`src/rtl/temporal_motion_filter.sv`:
```
module temporal_motion_filter #(
  parameter int PIX_W   = 8,
  parameter int FRAC_W  = 8,
  parameter int CUR_WT  = 154,
  parameter int PREV_WT = 102
) (
  input  logic             clk,
  input  logic             rst_n,
  input  logic             in_valid,
  input  logic [PIX_W-1:0] cur_pix,
  input  logic [PIX_W-1:0] prev_pix,
  input  logic [PIX_W-1:0] thresh,
  output logic             out_valid,
  output logic [PIX_W-1:0] out_pix
);

  localparam int ACC_W   = PIX_W + FRAC_W + 2;
  localparam int PIX_MAX = (1 << PIX_W) - 1;
  localparam int ROUND   = 1 << (FRAC_W - 1);

  logic [PIX_W-1:0] abs_diff;
  logic             still_c;
  logic [ACC_W-1:0] acc;
  logic [ACC_W-1:0] scaled;
  logic [PIX_W-1:0] blend_c;

  assign abs_diff = (cur_pix >= prev_pix) ? cur_pix - prev_pix : prev_pix - cur_pix;
  assign still_c  = abs_diff < thresh;
  assign acc      = ACC_W'(CUR_WT) * ACC_W'(cur_pix)
                  + ACC_W'(PREV_WT) * ACC_W'(prev_pix)
                  + ACC_W'(ROUND);
  assign scaled   = acc >> FRAC_W;
  assign blend_c  = (scaled > ACC_W'(PIX_MAX)) ? PIX_W'(PIX_MAX) : scaled[PIX_W-1:0];

  logic             s1_valid;
  logic             s1_still;
  logic [PIX_W-1:0] s1_cur;
  logic [PIX_W-1:0] s1_prev;
  logic [PIX_W-1:0] s1_blend;

  always_ff @(posedge clk) begin
    if (!rst_n) begin
      s1_valid <= 1'b0;
      s1_still <= 1'b0;
      s1_cur   <= '0;
      s1_prev  <= '0;
      s1_blend <= '0;
    end else begin
      s1_valid <= in_valid;
      if (in_valid) begin
        s1_still <= still_c;
        s1_cur   <= cur_pix;
        s1_prev  <= prev_pix;
        s1_blend <= blend_c;
      end
    end
  end

  always_ff @(posedge clk) begin
    if (!rst_n) begin
      out_valid <= 1'b0;
      out_pix   <= '0;
    end else begin
      out_valid <= s1_valid;
      if (s1_valid)
        out_pix <= s1_still ? s1_blend : s1_cur;
    end
  end

  a_r2_valid_follows: assert property (@(posedge clk) disable iff (!rst_n)
    s1_valid |=> out_valid);

  a_r2_idle_follows: assert property (@(posedge clk) disable iff (!rst_n)
    !s1_valid |=> !out_valid);

  a_r5_motion_passes: assert property (@(posedge clk) disable iff (!rst_n)
    (s1_valid && !s1_still) |=> (out_pix == $past(s1_cur)));

  a_r8_hold_when_idle: assert property (@(posedge clk) disable iff (!rst_n)
    !s1_valid |=> $stable(out_pix));

  a_r9_blend_between: assert property (@(posedge clk) disable iff (!rst_n)
    (s1_valid && s1_still) |=>
      ((out_pix >= $past(s1_cur) || out_pix >= $past(s1_prev)) &&
       (out_pix <= $past(s1_cur) || out_pix <= $past(s1_prev))));

  a_r1_reset_clears: assert property (@(posedge clk)
    !rst_n |=> (!out_valid && out_pix == '0));

endmodule

```
`config.mk`:
```
export PLATFORM = sky130hd
export DESIGN_NAME = temporal_motion_filter
export DESIGN_NICKNAME = d
export VERILOG_FILES = /design/src/rtl/temporal_motion_filter.sv
export SDC_FILE = /design/constraint.sdc
export NUM_CORES = 1
export LEC_CHECK = 0
export BUFFER_PORTS_ARGS = -buffer_cell sky130_fd_sc_hd__buf_2
export CAP_MARGIN = 0
export CORE_MARGIN = 2
export CORE_UTILIZATION = 30
export CTS_CLUSTER_SIZE = 20
export DETAILED_ROUTE_END_ITERATION = 16
export PLACE_DENSITY = 0.5
export SYNTH_ARGS = -nofsm -noshare
export SYNTH_HDL_FRONTEND = slang
export SYNTH_SLANG_ARGS = --single-unit
```
`constraint.sdc`:
```
create_clock -name clk -period 12.6 [get_ports clk]
set_input_delay 0.63 -clock clk [delete_from_list [all_inputs] [get_ports clk]]
set_output_delay 0.63 -clock clk [all_outputs]
set_load 0.01 [all_outputs]
```
==> impl_metrics.py <==
metrics = {
    "drt": {
        "via_per_inst": 4.85,
        "num_vias": 3339,
        "detail_route.wirelength_mm": 9.35,
        "drt_first_iter_violations": 137,
        "routedWlPerCell_um": 13.6,
        "drt.antenna.violating_nets": 0,
        "drc": 0,
        "firstDrtPassIters": 6,
    },
    "logic_synthesis": {
        "synth_compound_gate_area_share_pct": 17.0,
        "syn_area_per_cell_um2": 8.87,
        "synth.top_cell.area_share_pct": 33.2,
        "synth-edff-count": 0,
        "postSynth.asyncResetShare_pct": 0,
        "synth-xor-area-share_pct": 5.35,
        "postSynthCellCount": 480,
        "synth_nets": 638,
        "synthesis.yosys.warnings": 0,
        "synthMostInstantiatedCell": "sky130_fd_sc_hd__ha_1",
        "dominantRegCellSynth": "sky130_fd_sc_hd__dfxtp_1",
        "synth-seq-area-share_pct": 12.7,
        "synth-seq-cells": 27,
        "largest_cells_by_area_after_synthesis": "sky130_fd_sc_hd__ha_1 (33%), sky130_fd_sc_hd__dfxtp_1 (13%), sky130_fd_sc_hd__fa_1 (8.5%), sky130_fd_sc_hd__inv_1 (6.3%), sky130_fd_sc_hd__mux2i_1 (4.2%)",
        "synthMuxAreaShare_pct": 5.20,
        "synth_fa_ha_area_share_pct": 41.7,
        "synth_top_area_cell": "sky130_fd_sc_hd__ha_1",
        "synth_area_um2": 4260,
        "synth_simple_gate_area_share_pct": 10.6,
        "main_combinational_cell_family_by_area_after_synthesis": "adder cells",
        "synth.cells.most_frequent": "sky130_fd_sc_hd__ha_1 (113), sky130_fd_sc_hd__inv_1 (71), sky130_fd_sc_hd__a21oi_1 (31)",
        "yosys.cell_types.count": 52,
    },
    "timing": {
        "finalHoldViolCount": 0,
        "fin_worst_setup_slack_ps": 7240,
        "setup-violations-final": 0,
        "worst_pin_slew_ps": 530,
        "max_clock_freq_mhz": 186,
        "max_slew_margin_pct": 64.2,
        "final_max_slew_viol_count": 0,
        "rsz0062_at_grt": "false",
        "final.period_utilization_pct": 42.6,
        "fin_worst_skew_ps": 5.05,
        "tns_ps": 0,
        "min_cycle_time_layout_ps": 5360,
    },
    "min_path": {
        "hold_path_class": "flop to flop",
        "min_from": "out_pix[4]$_SDFFE_PN0P_",
    },
    "setup_path": {
        "crit_slowest_cell": "sky130_fd_sc_hd__fa_1",
        "worstPathArrival_ps": 5500,
        "cpMostUsedCell": "sky130_fd_sc_hd__ha_1",
        "crit_path_max_incr_delay_ps": 520,
        "cpLargestDelayFamily": "adder cells",
        "worstSetupPathType": "primary input to flop",
        "end_kind": "flop",
        "critical_path.reg2reg.startpoint": "s1_still$_SDFFE_PN0P_",
        "series_of_cell_instances_along_the_critical_path": "buf_2 -> ha_1 -> ha_1 -> inv_1 -> fa_1 -> fa_1 -> inv_1 -> ha_1 -> a21boi_0 -> o21ai_0 -> nor2b_1 -> xnor2_1 -> ha_1 -> ha_1 -> or2_2 -> a311oi_1 -> o21ai_0 -> a21o_1 -> a21oi_1 -> a21oi_1",
        "start_kind": "primary input",
        "cp.required_ps": 12730,
        "path_max_fanout": 7,
        "critical_path.startpoint": "cur_pix[4]",
        "worstPathBufferInverterCount": 3,
    },
    "cts": {
        "clockRootBuffer": "sky130_fd_sc_hd__clkbuf_16",
        "cts_resized": 0,
        "cts.htree.levels": 1,
        "clock_buffers_created_by_tritoncts": 3,
        "worstSkewPairLatency_ps": 260,
        "holdBufCountCts": 0,
        "clockBufferDepth": 2,
        "tritoncts_num_sinks": 27,
        "tritoncts_clock_tree": "built",
        "post_cts_buffers": 0,
        "clk_pin_slew_ps": 60,
    },
    "run": {
        "drv_cap": 0,
    },
    "placed_design": {
        "dpl.hpwl_mm": 8.09,
        "pre_cts_ws_ps": 6950,
        "numPortBuffers": 35,
        "routabilityCongestion": 0.812,
        "post-place-cells": 684,
    },
    "grt": {
        "antenna_found_initial": 0,
        "grt_start_max_net_pins": 29,
        "first_global_vias": 3280,
        "grt_pass1_wl_mm": 15.3,
        "grt_overflow": 0,
        "grtUsageTotal_pct": 12.6,
    },
    "power": {
        "power.share.sequential_pct": 13.0,
        "comb_power_share_pct": 78.7,
        "power.density_cell_area_nw_per_um2": 181,
        "internal_power_w": 0.000436,
        "power_frac_clock_pct": 8.3,
        "power.net_switching_w": 0.000413,
        "sw_frac_of_total_pct": 48.6,
        "vdd_drop_max_v": 0.0000684,
        "power.static_leakage_nw": 2.45,
    },
    "floorplan": {
        "core_area_um2": 13900,
        "num_io_pins": 36,
        "fp.dieW_um": 123,
        "fp.dieH_um": 123,
        "floorplan.rows": 43,
        "floorplan.initialDensity_pct": 30.7,
        "die_area_um2": 15200,
    },
    "final_layout": {
        "layout.nets": 667,
        "final_layout_size_suffix_gt1_share_pct": 9.84,
        "flow.area_growth_from_synthesis_pct": 10.1,
        "num_antenna_cells": 0,
        "fill_cells": 1462,
        "non_filler_cells_in_the_finished_layout": 688,
        "layout.core_utilization_pct": 33.7,
    },
    "status": {
        "status": "complete, no violations",
    },
}
==> power groups by stage <==
| stage | registers [W] | clock network (W) | logic, W |
|---|---|---|---|
| 2_1_floorplan | 0.000108 | 0 | 0.000506 |
| 3_3_place_gp | 0.000112 | 0 | 0.000654 |
| 3_5_place_dp | 0.000113 | 0 | 0.000666 |
| 4_1_cts | 0.000111 | 0.0000723 | 0.000673 |
| 5_1_grt | 0.000112 | 0.0000757 | 0.000754 |
| 6_report | 0.000110 | 0.0000708 | 0.000668 |
==> state kept, by name (all words and copies together) (netlist names) <==
signal	flops
s1_blend	8
out_valid	1
out_pix	8
s1_cur	8
s1_valid	1
s1_still	1
==> per-stage QoR <==
step	total power, W	hold slack (ps)	area [µm²]
floorplan	0.000615	482	4260
global placement	0.000766	457	4610
detailed placement	0.000779	468	4610
CTS	0.000856	479	4680
global route	0.000941	491	4680
finish	0.000849	477	4680
==> cell families (layout without fill, tap and decap cells) <==
| kind of cell | Yosys count | in the layout |
|---|---|---|
| compound gates | 106 | 106 |
| xor+xnor | 26 | 26 |
| fa+ha+maj | 131 | 131 |
| buf+inv | 82 | 110 |
| flops | 27 | 27 |
| mux | 21 | 21 |
| simple gates | 87 | 87 |
==> metal layers <==
layer  vias up  part of all wire, %  track usage [%]
met5         -                    0                0
met4         0                 0.61             1.70
met3         8                  2.3            0.461
met2        42                   48             22.3
met1      1547                   49             17.3
li1       1742                    -                -
==> cells in the final DEF, fill, tap and decap left out, types with 4 or more instances in the layout <==
cell,n
sky130_fd_sc_hd__a2111oi_0,4
sky130_fd_sc_hd__a21boi_0,5
sky130_fd_sc_hd__a21o_1,7
sky130_fd_sc_hd__a21oi_1,31
sky130_fd_sc_hd__and2_1,4
sky130_fd_sc_hd__buf_2,35
sky130_fd_sc_hd__dfxtp_1,27
sky130_fd_sc_hd__fa_1,18
sky130_fd_sc_hd__ha_1,113
sky130_fd_sc_hd__inv_1,71
sky130_fd_sc_hd__mux2i_1,18
sky130_fd_sc_hd__nand2_1,17
sky130_fd_sc_hd__nand2b_1,4
sky130_fd_sc_hd__nand3_1,7
sky130_fd_sc_hd__nor2_1,17
sky130_fd_sc_hd__nor2b_1,16
sky130_fd_sc_hd__nor3_1,7
sky130_fd_sc_hd__o211a_1,9
sky130_fd_sc_hd__o21a_1,5
sky130_fd_sc_hd__o21ai_0,24
sky130_fd_sc_hd__xnor2_1,16
sky130_fd_sc_hd__xor2_1,10
==> area by class of cell <==
class                           instances  area (µm²)  share of cell area [%]
Tap cell                              180         225                    4.81
Multi-Input combinational cell        371        3400                    72.5
Timing Repair Buffer                   35         175                    3.74
Sequential cell                        27         541                    11.5
Clock buffer                            4        78.8                    1.68
Inverter                               71         267                    5.69
==> final timing paths <==
path,cells past startpoint,slack (ps),end
setup reg to reg,3,11390,out_pix[0]$_SDFFE_PN0P_
hold / removal,1,480,out_pix[4]$_SDFFE_PN0P_
hold reg to reg,1,480,out_pix[4]$_SDFFE_PN0P_
setup / recovery,20,7240,s1_blend[5]$_SDFFE_PN0P_
No activity file was read; power rests on OpenSTA's default activity.
